[src/rtl/i2c_slv_pkg.sv]
package i2c_slv_pkg;

  localparam int ADDR_BITS = 7;
  localparam int NFLAGS    = 4;

  // register select codes
  localparam logic [1:0] SEL_DATA = 2'd0;
  localparam logic [1:0] SEL_STAT = 2'd1;
  localparam logic [1:0] SEL_CTRL = 2'd2;
  localparam logic [1:0] SEL_IEN  = 2'd3;

  // status flag positions
  localparam int F_TXE  = 0;
  localparam int F_RXR  = 1;
  localparam int F_NAK  = 2;
  localparam int F_BEND = 3;

  typedef enum logic [3:0] {
    ST_IDLE,
    ST_ADDR,
    ST_ADDR_ACK,
    ST_RX,
    ST_RX_ACK,
    ST_TX,
    ST_TX_ACK,
    ST_TX_NEXT,
    ST_TX_WAIT,
    ST_TX_LOAD,
    ST_DONE
  } eng_state_t;

  function automatic logic addr_hit(input logic [7:0] frame,
                                    input logic [ADDR_BITS-1:0] own,
                                    input logic en);
    return en && (frame[7:1] == own);
  endfunction

  function automatic logic [7:0] shift_in(input logic [7:0] s, input logic b);
    return {s[6:0], b};
  endfunction

  function automatic logic [NFLAGS-1:0] flag_next(input logic [NFLAGS-1:0] cur,
                                                  input logic [NFLAGS-1:0] set_v,
                                                  input logic [NFLAGS-1:0] clr_v);
    return set_v | (cur & ~clr_v);
  endfunction

endpackage

[src/rtl/i2c_line_sync.sv]
module i2c_line_sync #(
  parameter int STAGES = 2
) (
  input  logic clk,
  input  logic rst_n,
  input  logic scl_i,
  input  logic sda_i,
  output logic scl_s,
  output logic sda_s,
  output logic scl_rise,
  output logic scl_fall,
  output logic start_det,
  output logic stop_det
);
  logic [STAGES-1:0] scl_pipe;
  logic [STAGES-1:0] sda_pipe;
  logic              scl_d;
  logic              sda_d;

  generate
    if (STAGES == 1) begin : g_one
      always_ff @(posedge clk or negedge rst_n) begin
        if (!rst_n) begin
          scl_pipe <= '1;
          sda_pipe <= '1;
        end else begin
          scl_pipe <= scl_i;
          sda_pipe <= sda_i;
        end
      end
    end else begin : g_many
      always_ff @(posedge clk or negedge rst_n) begin
        if (!rst_n) begin
          scl_pipe <= '1;
          sda_pipe <= '1;
        end else begin
          scl_pipe <= {scl_pipe[STAGES-2:0], scl_i};
          sda_pipe <= {sda_pipe[STAGES-2:0], sda_i};
        end
      end
    end
  endgenerate

  assign scl_s = scl_pipe[STAGES-1];
  assign sda_s = sda_pipe[STAGES-1];

  always_ff @(posedge clk or negedge rst_n) begin
    if (!rst_n) begin
      scl_d <= 1'b1;
      sda_d <= 1'b1;
    end else begin
      scl_d <= scl_s;
      sda_d <= sda_s;
    end
  end

  assign scl_rise  = scl_s & ~scl_d;
  assign scl_fall  = ~scl_s & scl_d;
  assign start_det = scl_s & scl_d & sda_d & ~sda_s;
  assign stop_det  = scl_s & scl_d & ~sda_d & sda_s;
endmodule

[src/rtl/i2c_slave_engine.sv]
module i2c_slave_engine
  import i2c_slv_pkg::*;
(
  input  logic                 clk,
  input  logic                 rst_n,
  input  logic                 scl_rise,
  input  logic                 scl_fall,
  input  logic                 start_det,
  input  logic                 stop_det,
  input  logic                 sda_s,
  input  logic [ADDR_BITS-1:0] own_addr,
  input  logic                 slave_en,
  input  logic                 data_valid,
  input  logic [7:0]           tx_byte,
  output logic                 scl_oe,
  output logic                 sda_oe,
  output logic                 tx_load,
  output logic                 ev_tx_empty,
  output logic                 ev_rx_byte,
  output logic [7:0]           rx_byte,
  output logic                 ev_nak,
  output logic                 ev_bus_end,
  output logic                 addressed,
  output logic                 read_dir
);
  localparam int CNT_W = 4;
  localparam logic [CNT_W-1:0] LAST_BIT = CNT_W'(8);

  eng_state_t       state;
  logic [7:0]       sh;
  logic [CNT_W-1:0] cnt;

  always_ff @(posedge clk or negedge rst_n) begin
    if (!rst_n) begin
      state       <= ST_IDLE;
      sh          <= '0;
      cnt         <= '0;
      addressed   <= 1'b0;
      read_dir    <= 1'b0;
      tx_load     <= 1'b0;
      ev_tx_empty <= 1'b0;
      ev_rx_byte  <= 1'b0;
      rx_byte     <= '0;
      ev_nak      <= 1'b0;
      ev_bus_end  <= 1'b0;
    end else begin
      tx_load     <= 1'b0;
      ev_tx_empty <= 1'b0;
      ev_rx_byte  <= 1'b0;
      ev_nak      <= 1'b0;
      ev_bus_end  <= 1'b0;
      if (start_det) begin
        ev_bus_end <= addressed;
        addressed  <= 1'b0;
        read_dir   <= 1'b0;
        cnt        <= '0;
        state      <= ST_ADDR;
      end else if (stop_det) begin
        ev_bus_end <= addressed;
        addressed  <= 1'b0;
        read_dir   <= 1'b0;
        state      <= ST_IDLE;
      end else begin
        unique case (state)
          ST_ADDR: begin
            if (scl_rise) begin
              sh  <= shift_in(sh, sda_s);
              cnt <= cnt + 1'b1;
            end else if (scl_fall && cnt == LAST_BIT) begin
              if (addr_hit(sh, own_addr, slave_en)) begin
                addressed <= 1'b1;
                read_dir  <= sh[0];
                state     <= ST_ADDR_ACK;
              end else begin
                state <= ST_IDLE;
              end
            end
          end
          ST_ADDR_ACK: begin
            if (scl_fall) begin
              cnt <= '0;
              if (read_dir) begin
                if (data_valid) begin
                  sh      <= tx_byte;
                  tx_load <= 1'b1;
                  state   <= ST_TX;
                end else begin
                  ev_tx_empty <= 1'b1;
                  state       <= ST_TX_WAIT;
                end
              end else begin
                state <= ST_RX;
              end
            end
          end
          ST_RX: begin
            if (scl_rise) begin
              sh  <= shift_in(sh, sda_s);
              cnt <= cnt + 1'b1;
            end else if (scl_fall && cnt == LAST_BIT) begin
              rx_byte    <= sh;
              ev_rx_byte <= 1'b1;
              state      <= ST_RX_ACK;
            end
          end
          ST_RX_ACK: begin
            if (scl_fall) begin
              cnt   <= '0;
              state <= ST_RX;
            end
          end
          ST_TX: begin
            if (scl_rise) begin
              cnt <= cnt + 1'b1;
              if (cnt == '0 && !data_valid) ev_tx_empty <= 1'b1;
            end else if (scl_fall) begin
              if (cnt == LAST_BIT) state <= ST_TX_ACK;
              else                 sh    <= {sh[6:0], 1'b0};
            end
          end
          ST_TX_ACK: begin
            if (scl_rise) begin
              if (sda_s) begin
                ev_nak <= 1'b1;
                state  <= ST_DONE;
              end else begin
                state <= ST_TX_NEXT;
              end
            end
          end
          ST_TX_NEXT: begin
            if (scl_fall) begin
              cnt <= '0;
              if (data_valid) begin
                sh      <= tx_byte;
                tx_load <= 1'b1;
                state   <= ST_TX;
              end else begin
                ev_tx_empty <= 1'b1;
                state       <= ST_TX_WAIT;
              end
            end
          end
          ST_TX_WAIT: begin
            if (data_valid) begin
              sh      <= tx_byte;
              tx_load <= 1'b1;
              state   <= ST_TX_LOAD;
            end
          end
          ST_TX_LOAD: state <= ST_TX;
          default: ;
        endcase
      end
    end
  end

  assign scl_oe = (state == ST_TX_WAIT) || (state == ST_TX_LOAD);
  assign sda_oe = (state == ST_ADDR_ACK) || (state == ST_RX_ACK) ||
                  (((state == ST_TX) || (state == ST_TX_LOAD)) && !sh[7]);
endmodule

[src/rtl/i2c_host_regs.sv]
module i2c_host_regs
  import i2c_slv_pkg::*;
(
  input  logic                 clk,
  input  logic                 rst_n,
  input  logic                 reg_wr,
  input  logic                 reg_rd,
  input  logic [1:0]           reg_addr,
  input  logic [7:0]           reg_wdata,
  output logic [7:0]           reg_rdata,
  input  logic                 tx_load,
  input  logic                 ev_tx_empty,
  input  logic                 ev_rx_byte,
  input  logic [7:0]           rx_byte,
  input  logic                 ev_nak,
  input  logic                 ev_bus_end,
  input  logic                 addressed,
  input  logic                 read_dir,
  output logic [7:0]           data_q,
  output logic                 data_valid,
  output logic [ADDR_BITS-1:0] own_addr,
  output logic                 slave_en,
  output logic [NFLAGS-1:0]    flags,
  output logic [NFLAGS-1:0]    ien,
  output logic                 rx_lock,
  output logic                 host_data_wr,
  output logic                 irq
);
  logic             stat_rd;
  logic             data_rd;
  logic             stat_wr;
  logic [NFLAGS-1:0] set_v;
  logic [NFLAGS-1:0] clr_v;

  assign rx_lock      = addressed && !read_dir;
  assign host_data_wr = reg_wr && (reg_addr == SEL_DATA) && !rx_lock;
  assign stat_rd      = reg_rd && (reg_addr == SEL_STAT);
  assign data_rd      = reg_rd && (reg_addr == SEL_DATA);
  assign stat_wr      = reg_wr && (reg_addr == SEL_STAT);

  always_ff @(posedge clk or negedge rst_n) begin
    if (!rst_n) begin
      data_q     <= '0;
      data_valid <= 1'b0;
      own_addr   <= '0;
      slave_en   <= 1'b0;
      ien        <= '0;
    end else begin
      if (ev_rx_byte)        data_q <= rx_byte;
      else if (host_data_wr) data_q <= reg_wdata;
      if (host_data_wr)                  data_valid <= 1'b1;
      else if (tx_load || ev_rx_byte)    data_valid <= 1'b0;
      if (reg_wr && reg_addr == SEL_CTRL) begin
        own_addr <= reg_wdata[ADDR_BITS-1:0];
        slave_en <= reg_wdata[7];
      end
      if (reg_wr && reg_addr == SEL_IEN) ien <= reg_wdata[NFLAGS-1:0];
    end
  end

  assign set_v[F_TXE]  = ev_tx_empty;
  assign set_v[F_RXR]  = ev_rx_byte;
  assign set_v[F_NAK]  = ev_nak;
  assign set_v[F_BEND] = ev_bus_end;
  assign clr_v[F_TXE]  = host_data_wr;
  assign clr_v[F_RXR]  = data_rd;
  assign clr_v[F_NAK]  = stat_wr && reg_wdata[F_NAK];
  assign clr_v[F_BEND] = stat_rd || (stat_wr && reg_wdata[F_BEND]);

  genvar gi;
  generate
    for (gi = 0; gi < NFLAGS; gi++) begin : g_flag
      always_ff @(posedge clk or negedge rst_n) begin
        if (!rst_n) flags[gi] <= 1'b0;
        else        flags[gi] <= flag_next(flags, set_v, clr_v)[gi];
      end
    end
  endgenerate

  assign irq = |(flags & ien);

  always_comb begin
    unique case (reg_addr)
      SEL_DATA: reg_rdata = data_q;
      SEL_STAT: reg_rdata = {2'b00, read_dir, addressed, flags};
      SEL_CTRL: reg_rdata = {slave_en, own_addr};
      default:  reg_rdata = {{(8-NFLAGS){1'b0}}, ien};
    endcase
  end
endmodule

[src/rtl/i2c_slave_tx.sv]
module i2c_slave_tx
  import i2c_slv_pkg::*;
#(
  parameter int SYNC_STAGES = 2
) (
  input  logic       clk,
  input  logic       rst_n,
  input  logic       scl_i,
  input  logic       sda_i,
  output logic       scl_oe,
  output logic       sda_oe,
  input  logic       reg_wr,
  input  logic       reg_rd,
  input  logic [1:0] reg_addr,
  input  logic [7:0] reg_wdata,
  output logic [7:0] reg_rdata,
  output logic       irq
);
  logic                 scl_s, sda_s, scl_rise, scl_fall, start_det, stop_det;
  logic                 tx_load, ev_tx_empty, ev_rx_byte, ev_nak, ev_bus_end;
  logic [7:0]           rx_byte, data_q;
  logic                 addressed, read_dir, data_valid, slave_en;
  logic [ADDR_BITS-1:0] own_addr;
  logic [NFLAGS-1:0]    flags, ien;
  logic                 rx_lock, host_data_wr;

  i2c_line_sync #(.STAGES(SYNC_STAGES)) u_sync (
    .clk(clk), .rst_n(rst_n), .scl_i(scl_i), .sda_i(sda_i),
    .scl_s(scl_s), .sda_s(sda_s), .scl_rise(scl_rise), .scl_fall(scl_fall),
    .start_det(start_det), .stop_det(stop_det)
  );

  i2c_slave_engine u_eng (
    .clk(clk), .rst_n(rst_n), .scl_rise(scl_rise), .scl_fall(scl_fall),
    .start_det(start_det), .stop_det(stop_det), .sda_s(sda_s),
    .own_addr(own_addr), .slave_en(slave_en), .data_valid(data_valid),
    .tx_byte(data_q), .scl_oe(scl_oe), .sda_oe(sda_oe), .tx_load(tx_load),
    .ev_tx_empty(ev_tx_empty), .ev_rx_byte(ev_rx_byte), .rx_byte(rx_byte),
    .ev_nak(ev_nak), .ev_bus_end(ev_bus_end), .addressed(addressed),
    .read_dir(read_dir)
  );

  i2c_host_regs u_regs (
    .clk(clk), .rst_n(rst_n), .reg_wr(reg_wr), .reg_rd(reg_rd),
    .reg_addr(reg_addr), .reg_wdata(reg_wdata), .reg_rdata(reg_rdata),
    .tx_load(tx_load), .ev_tx_empty(ev_tx_empty), .ev_rx_byte(ev_rx_byte),
    .rx_byte(rx_byte), .ev_nak(ev_nak), .ev_bus_end(ev_bus_end),
    .addressed(addressed), .read_dir(read_dir), .data_q(data_q),
    .data_valid(data_valid), .own_addr(own_addr), .slave_en(slave_en),
    .flags(flags), .ien(ien), .rx_lock(rx_lock), .host_data_wr(host_data_wr),
    .irq(irq)
  );
endmodule

[config.mk]
export PLATFORM = sky130hd
export DESIGN_NAME = i2c_slave_tx
export DESIGN_NICKNAME = d
export VERILOG_FILES = /design/src/rtl/i2c_slv_pkg.sv /design/src/rtl/i2c_line_sync.sv /design/src/rtl/i2c_slave_engine.sv /design/src/rtl/i2c_host_regs.sv /design/src/rtl/i2c_slave_tx.sv
export SDC_FILE = /design/constraint.sdc
export NUM_CORES = 1
export LEC_CHECK = 0
export CAP_MARGIN = 20
export CORE_ASPECT_RATIO = 1.25
export CORE_MARGIN = 10
export CORE_UTILIZATION = 30
export DETAILED_ROUTE_END_ITERATION = 6
export DONT_BUFFER_PORTS = 1
export PLACE_DENSITY = 0.44
export SETUP_SLACK_MARGIN = 0.02
export SLEW_MARGIN = 10
export SYNTH_ARGS = -nofsm -noshare
export SYNTH_HDL_FRONTEND = slang
export SYNTH_SLANG_ARGS = --single-unit
[constraint.sdc]
create_clock -name clk -period 1.8 [get_ports clk]
set_input_delay 0.54 -clock clk [delete_from_list [all_inputs] [get_ports clk]]
set_output_delay 0.54 -clock clk [all_outputs]
set_load 0.02 [all_outputs]
# Yosys cells after proc, flatten, opt, wreduce, memory -nomap -nowiden

Cells that the tools add are included.

Mux-type cells: 78
Reduce and logical (&&, ||, !) cells: 43
Bitwise operators: 18
Add/sub/neg operators: 1
Equality and inequality tests: 37

Operators with widths:

| cell                                                 | count |
|---|---|
| two-way mux 4 bit                                    | 21 |
| two-way mux 8 bit                                    | 10 |
| two-way mux 1 bit                                    | 40 |
| one-hot mux 8 bit (5 select lines)                   | 1 |
| one-hot mux 4 bit (9 select lines)                   | 1 |
| != test 4 x 3 -> 1 bit (second input constant)       | 8 |
| one-hot mux 8 bit (3 select lines)                   | 1 |
| equality test 4 x 3 -> 1 bit (second input constant) | 4 |
| != test 4 bit (second input constant)                | 4 |
| logical AND 1 bit                                    | 14 |
| AND reduction 13 bit                                 | 1 |
| equality test 4 bit (second input constant)          | 3 |
| nonzero test 3 bit                                   | 4 |
| nonzero test 11 bit                                  | 1 |
| != test 2 x 1 -> 1 bit (second input constant)       | 5 |
| AND reduction 10 bit                                 | 1 |
| != test 3 x 1 -> 1 bit (second input constant)       | 3 |
| AND 4 bit                                            | 2 |
| equality test 4 x 2 -> 1 bit (second input constant) | 2 |
| one-hot mux 4 bit (2 select lines)                   | 1 |
| AND reduction 4 bit                                  | 2 |
| AND 1 bit                                            | 7 |
| equality test 7 bit                                  | 1 |
| inverter 1 bit                                       | 7 |
| 19 further kinds                                     | 33 |

Output and inout bits: 11
Bits in registers: 62
Bits of input ports: 16
Logic and storage cells: 201

# Longest topological paths before layout

Depth in word-level cells: 8
Depth in mapped cells: 7
Gate-level depth less buffers: 7

# Hierarchy

From an unflattened synthesis, not the netlist that was laid out.

Cell total of the unflattened synthesis: 321
Area total of the unflattened synthesis: 3470.8 sq um

Modules (own cells, without submodules):

| module           | times used | area each (sq um) | cells an instance | seq. area each (sq um) |
|---|---|---|---|---|
| i2c_slave_engine | 1          | 1991.9            | 199               | 775.7 |
| i2c_host_regs    | 1          | 1288.7            | 112               | 625.6 |
| i2c_line_sync    | 1          | 190.2             | 10                | 157.7 |

# Worst setup path before layout

OpenSTA, ideal clock, no wires.

Path type: flip-flop to output port
From: register u_eng.state[2]
To: output scl_oe
Arrival time: 1.439 ns
Data required time: 1.260 ns
Setup slack: -0.179 ns
Stages on the path, launching flop included: 4
Path through: dfrtp_1 -> buf_6 -> buf_2 -> nor3b_1

Word-level cells in the longest chain between the ends: 2
Elaborated cells between the ends (all ways): 3
Those cells by class: 2 x eq/ne; 1 x reduce/logical

Ends and longest elaborated chain:

| element                | RTL line                | RTL |
|---|---|---|
| start, declared        | i2c_slave_engine.sv:29  | `eng_state_t state;` |
| start signal, assigned | i2c_slave_engine.sv:35  | `state <= ST_IDLE;` |
| start signal, assigned | i2c_slave_engine.sv:57  | `state <= ST_ADDR;` |
| start signal, assigned | i2c_slave_engine.sv:62  | `state <= ST_IDLE;` |
| equality test 4 bit    | i2c_slave_engine.sv:158 | `assign scl_oe = (state == ST_TX_WAIT) \|\| (state == ST_TX_LOAD);` |
| logical OR 1 bit *     | i2c_slave_engine.sv:158 |  |
| end, declared          | i2c_slave_tx.sv:10      | `output logic scl_oe,` |

Mark *: on every way between the ends. The rest lies on a longest branch, timed or not.

# Final worst setup path

From: register u_eng.state[2]
To: output sda_oe

Word-level cells in the longest chain between the ends: 4
Elaborated cells between the ends (all ways): 8
Those cells by class: 4 x eq/ne; 4 x reduce/logical

Ends and longest elaborated chain:

| element                                                                    | RTL line                | RTL |
|---|---|---|
| equality test 4 x 3 -> 1 bit / equality test 4 bit (equally long branches) | i2c_slave_engine.sv:160 | `(((state == ST_TX) \|\| (state == ST_TX_LOAD)) && !sh[7]);` |
| logical OR 1 bit                                                           | i2c_slave_engine.sv:160 |  |
| logical AND 1 bit                                                          | i2c_slave_engine.sv:160 |  |
| logical OR 1 bit *                                                         | i2c_slave_engine.sv:159 | `assign sda_oe = (state == ST_ADDR_ACK) \|\| (state == ST_RX_ACK) \|\|` |
| end, declared                                                              | i2c_slave_tx.sv:11      | `output logic sda_oe,` |

Marks and branches as above.

==> out/summary.txt <==
Cells after Synth: 314
P_sw: 1.36 mW
Tot GR Track Use: 0.127
Unrepaired setup endpoints after global routing: yes
Primary FF master, synth: dfrtp_1
Setup_tns: -2.38 ns
Maximum root-to-sink buffer count: 2
Area of the mapped netlist: 3410 um2
CTS tree: yes
Final routed wire length divided by cell count: 18.5 um
Area of all placed cells without fillers: 4690 um2
Total nets after synthesis: 332
Vias per Instance: 5.10
Clock tree skew after final layout: 0.00794 ns
Data arrival, critical path: 1.51 ns
Critical path start-end classification: flop to output port
Initial antenna violation count: 0
Static Leak: 2.08 nW
Post-DP Area: 4030 um2
Weighted congestion reported at the end of routability-driven placement: 0.814
Instance count on the critical path: 5
Maximum fanout encountered on the critical timing path: 4
Clock Latency Late Sink: 0.33 ns
Fin. Hold Viols: 56
Area grow syn2layout: 37.6%
Sum of buffers and inverters on the critical path: 2
Peak clock frequency supported by timing: 489 MHz
Number of register bits inferred by synthesis: 62
Count of port buffers added during placement: 0
Via count of the first global-routing pass: 2853
Number of search-and-repair iterations in the first detailed-routing pass: 4
Number of antenna cells inserted: 0
MaxCap Viol Count: 0
Number of sinks on the clock net: 62
Final worst hold slack: -0.0939 ns
CP endpoint kind: output port
First-pass GRT wire length: 16000 um
Distinct cells, synth: 56
Total power divided by cell area: 1000 nW/um2
CP Data Required Time: 1.26 ns
Finish-stage setup viols: 18
GRT overflow: 0
Total wire length after detailed routing: 10000 um
Via Count: 2750
Portion of total power attributed to combinational logic: 0.270
Share of cells above drive strength 1: 0.473
Depth of the CTS H-tree: 3
Total Nets Final: 417
Io pins: 27
Critical path's top delay family: flip-flops
Async set or reset register ratio after synthesis: 1.00
Initial DRC Count: 135
Slew Viols, Final: 0
DRC viols: 0
Area of the die: 16100 um2
Critical path cell sequence: buf_4 > xnor2_2 > o22a_1 > o22ai_2 > buf_6
Min cycle time layout: 2.05 ns
Cell with the largest stage delay on the worst path: dfrtp_2
Maximum ir drop on the vdd rail: 0.453 mV
Slowest Stage Delay on Critical Path: 0.44 ns
Design internal power: 3.33 mW
Startpoint kind of the worst setup timing path: flop
Pre-CTS worst setup slack: -0.242 ns
Core Area: 11100 um2
Pwr Total: 4.69 mW
Mean instance size in the synthesized netlist: 10.9 um2
Result of the run: finished, violations left
EDFF count, synth: 0
Width of the die: 115 um
Net switching fraction of the power: 0.290
Final period utilization: 1.14
Fin worst setup slack: -0.247 ns
Sum of net half-perimeters after detailed placement: 7020 um
Pin count of the biggest net entering global routing: 63
Die span in y: 139 um
Fraction of the yosys area taken by sequential cells: 0.457
Clock network fraction of design power: 0.347
Antenna violation net count after detailed routing: 0
Number of cells on the worst reg-to-reg path: 7
Failing checks: negative hold slack, negative setup slack
Commonest cells after routing, fill and taps aside: buf_4 (81), dfrtp_1 (53), mux2_2 (34), nand2_1 (23), nor2_1 (15)
Worst hold path class: input port to async pin
Register clock-pin slew on the reported worst setup and hold paths: 0.06 ns
Yosys Warn Count: 0
Share of power burned in registers: 0.382
Worst rel slew slack: 0.598
Starting utilization of the core area: 0.308
Cts bufs inserted: 9
Transition time of the tightest slew-check pin: 0.603 ns
Clock Root Buffer: clkbuf_16
Most common library cell in the layout ignoring fill and taps: buf_4
Cell Rows: 43
## layout make-up
class                   count  area (um2)
flip-flops and latches     62        1560
inverters                   6        22.5
well taps                 135         169
fillers                  1091        6390
multi-input cells         228        1910
clock buffers              12         246
clock inverters             4        32.5
repair buffers             92         744
## metal layers
metal | wire (um) | track usage | vias up
met3 | 361 | 0.0294 | 20
met2 | 5000 | 0.205 | 52
met4 | 276 | 0.0535 | 0
met1 | 4360 | 0.157 | 1362
li1 | - | - | 1316
met5 | 0 | 0 | -
## power by group through the flow
stage | clock (mW) | combinational (mW) | sequential [mW]
2_1_floorplan | 0 | 0.657 | 1.78
3_3_place_gp | 0 | 1.06 | 1.82
3_5_place_dp | 0 | 1.08 | 1.83
4_1_cts | 1.68 | 1.20 | 1.79
5_1_grt | 1.74 | 1.39 | 1.82
6_report | 1.63 | 1.27 | 1.79
## cell families (layout without fill, tap and decap cells)
group / after synthesis / after routing / synth area share
buffers and inverters: 24 / 114 / 0.0352
xor gates and xnor gates: 11 / 11 / 0.0283
adders and majority gates: 2 / 2 / 0.00734
AOI/OAI and AO/OA: 60 / 60 / 0.127
muxes: 53 / 53 / 0.183
and+or+nand+nor: 102 / 102 / 0.162
DFF: 62 / 62 / 0.457
## state kept, by name, indices dropped and copies added (netlist names), 2 cells and up
register and flops:
u_eng.cnt 4, u_regs.data_q 8, u_eng.sh 8, u_regs.ien 4, u_regs.flags 4, u_sync.sda_pipe 2
u_eng.state 4, u_eng.rx_byte 8, u_regs.own_addr 7, u_sync.scl_pipe 2
## what timing repair did
action                                  4_1_cts  5_1_grt
setup buffers                                17        9
endpoints found under the setup margin       20       32
gates resized for setup                      26       24
endpoints found under the hold margin        56       56
pin swaps                                    10       11
## per-stage QoR
step | util | cells
after floorplan | - | 314
after global placement | 0.363 | 500
after detailed placement | 0.363 | 500
after CTS | 0.411 | 533
after global routing | 0.423 | 539
final | 0.423 | 539
## worst paths after layout
path	start	endpoint	slack, ns
worst max-delay path	u_eng.state[2]	sda_oe	-0.25
worst min-delay path	rst_n	u_regs.own_addr[2]	-0.09
worst max register to register	u_eng.state[1]	u_eng.state[1]	-0.20
worst min register to register	u_sync.scl_pipe[0]	u_sync.scl_pipe[1]	0.35
max in group asynchronous	rst_n	u_sync.scl_pipe[0]	1.69
min in group clk	scl_i	u_sync.scl_pipe[0]	0.21
## cell usage after synthesis (3+ instances only)
library cell	instances	share of area
dfrtp_1	56	0.41
mux2_2	35	0.12
mux2i_1	14	0.041
nor2b_1	5	0.0092
mux4_2	4	0.026
nand4_1	4	0.0073
buf_2	9	0.013
clkbuf_1	6	0.0066
o22ai_1	3	0.0055
nor2_1	19	0.021
dfstp_2	6	0.046
nand3_1	9	0.013
xnor2_1	9	0.023
nand3b_1	6	0.013
or2b_1	3	0.0066
nand2b_1	4	0.0073
nor3_1	9	0.013
nor3b_1	4	0.0088
o21ai_0	14	0.021
a21o_1	7	0.015
o31ai_1	4	0.0088
nand2_1	24	0.026
a21oi_1	8	0.012
inv_1	6	0.0066
## worst reg2reg max path, delay by kind of cell (launching register included)
kind	cells	cell delay [ns]
AND/OR/NAND/NOR	1	0.55
buffers and inverters	3	0.38
AO/OA/AOI/OAI	3	0.57
flip-flops	1	0.43
No activity file was read; power rests on OpenSTA's default activity.
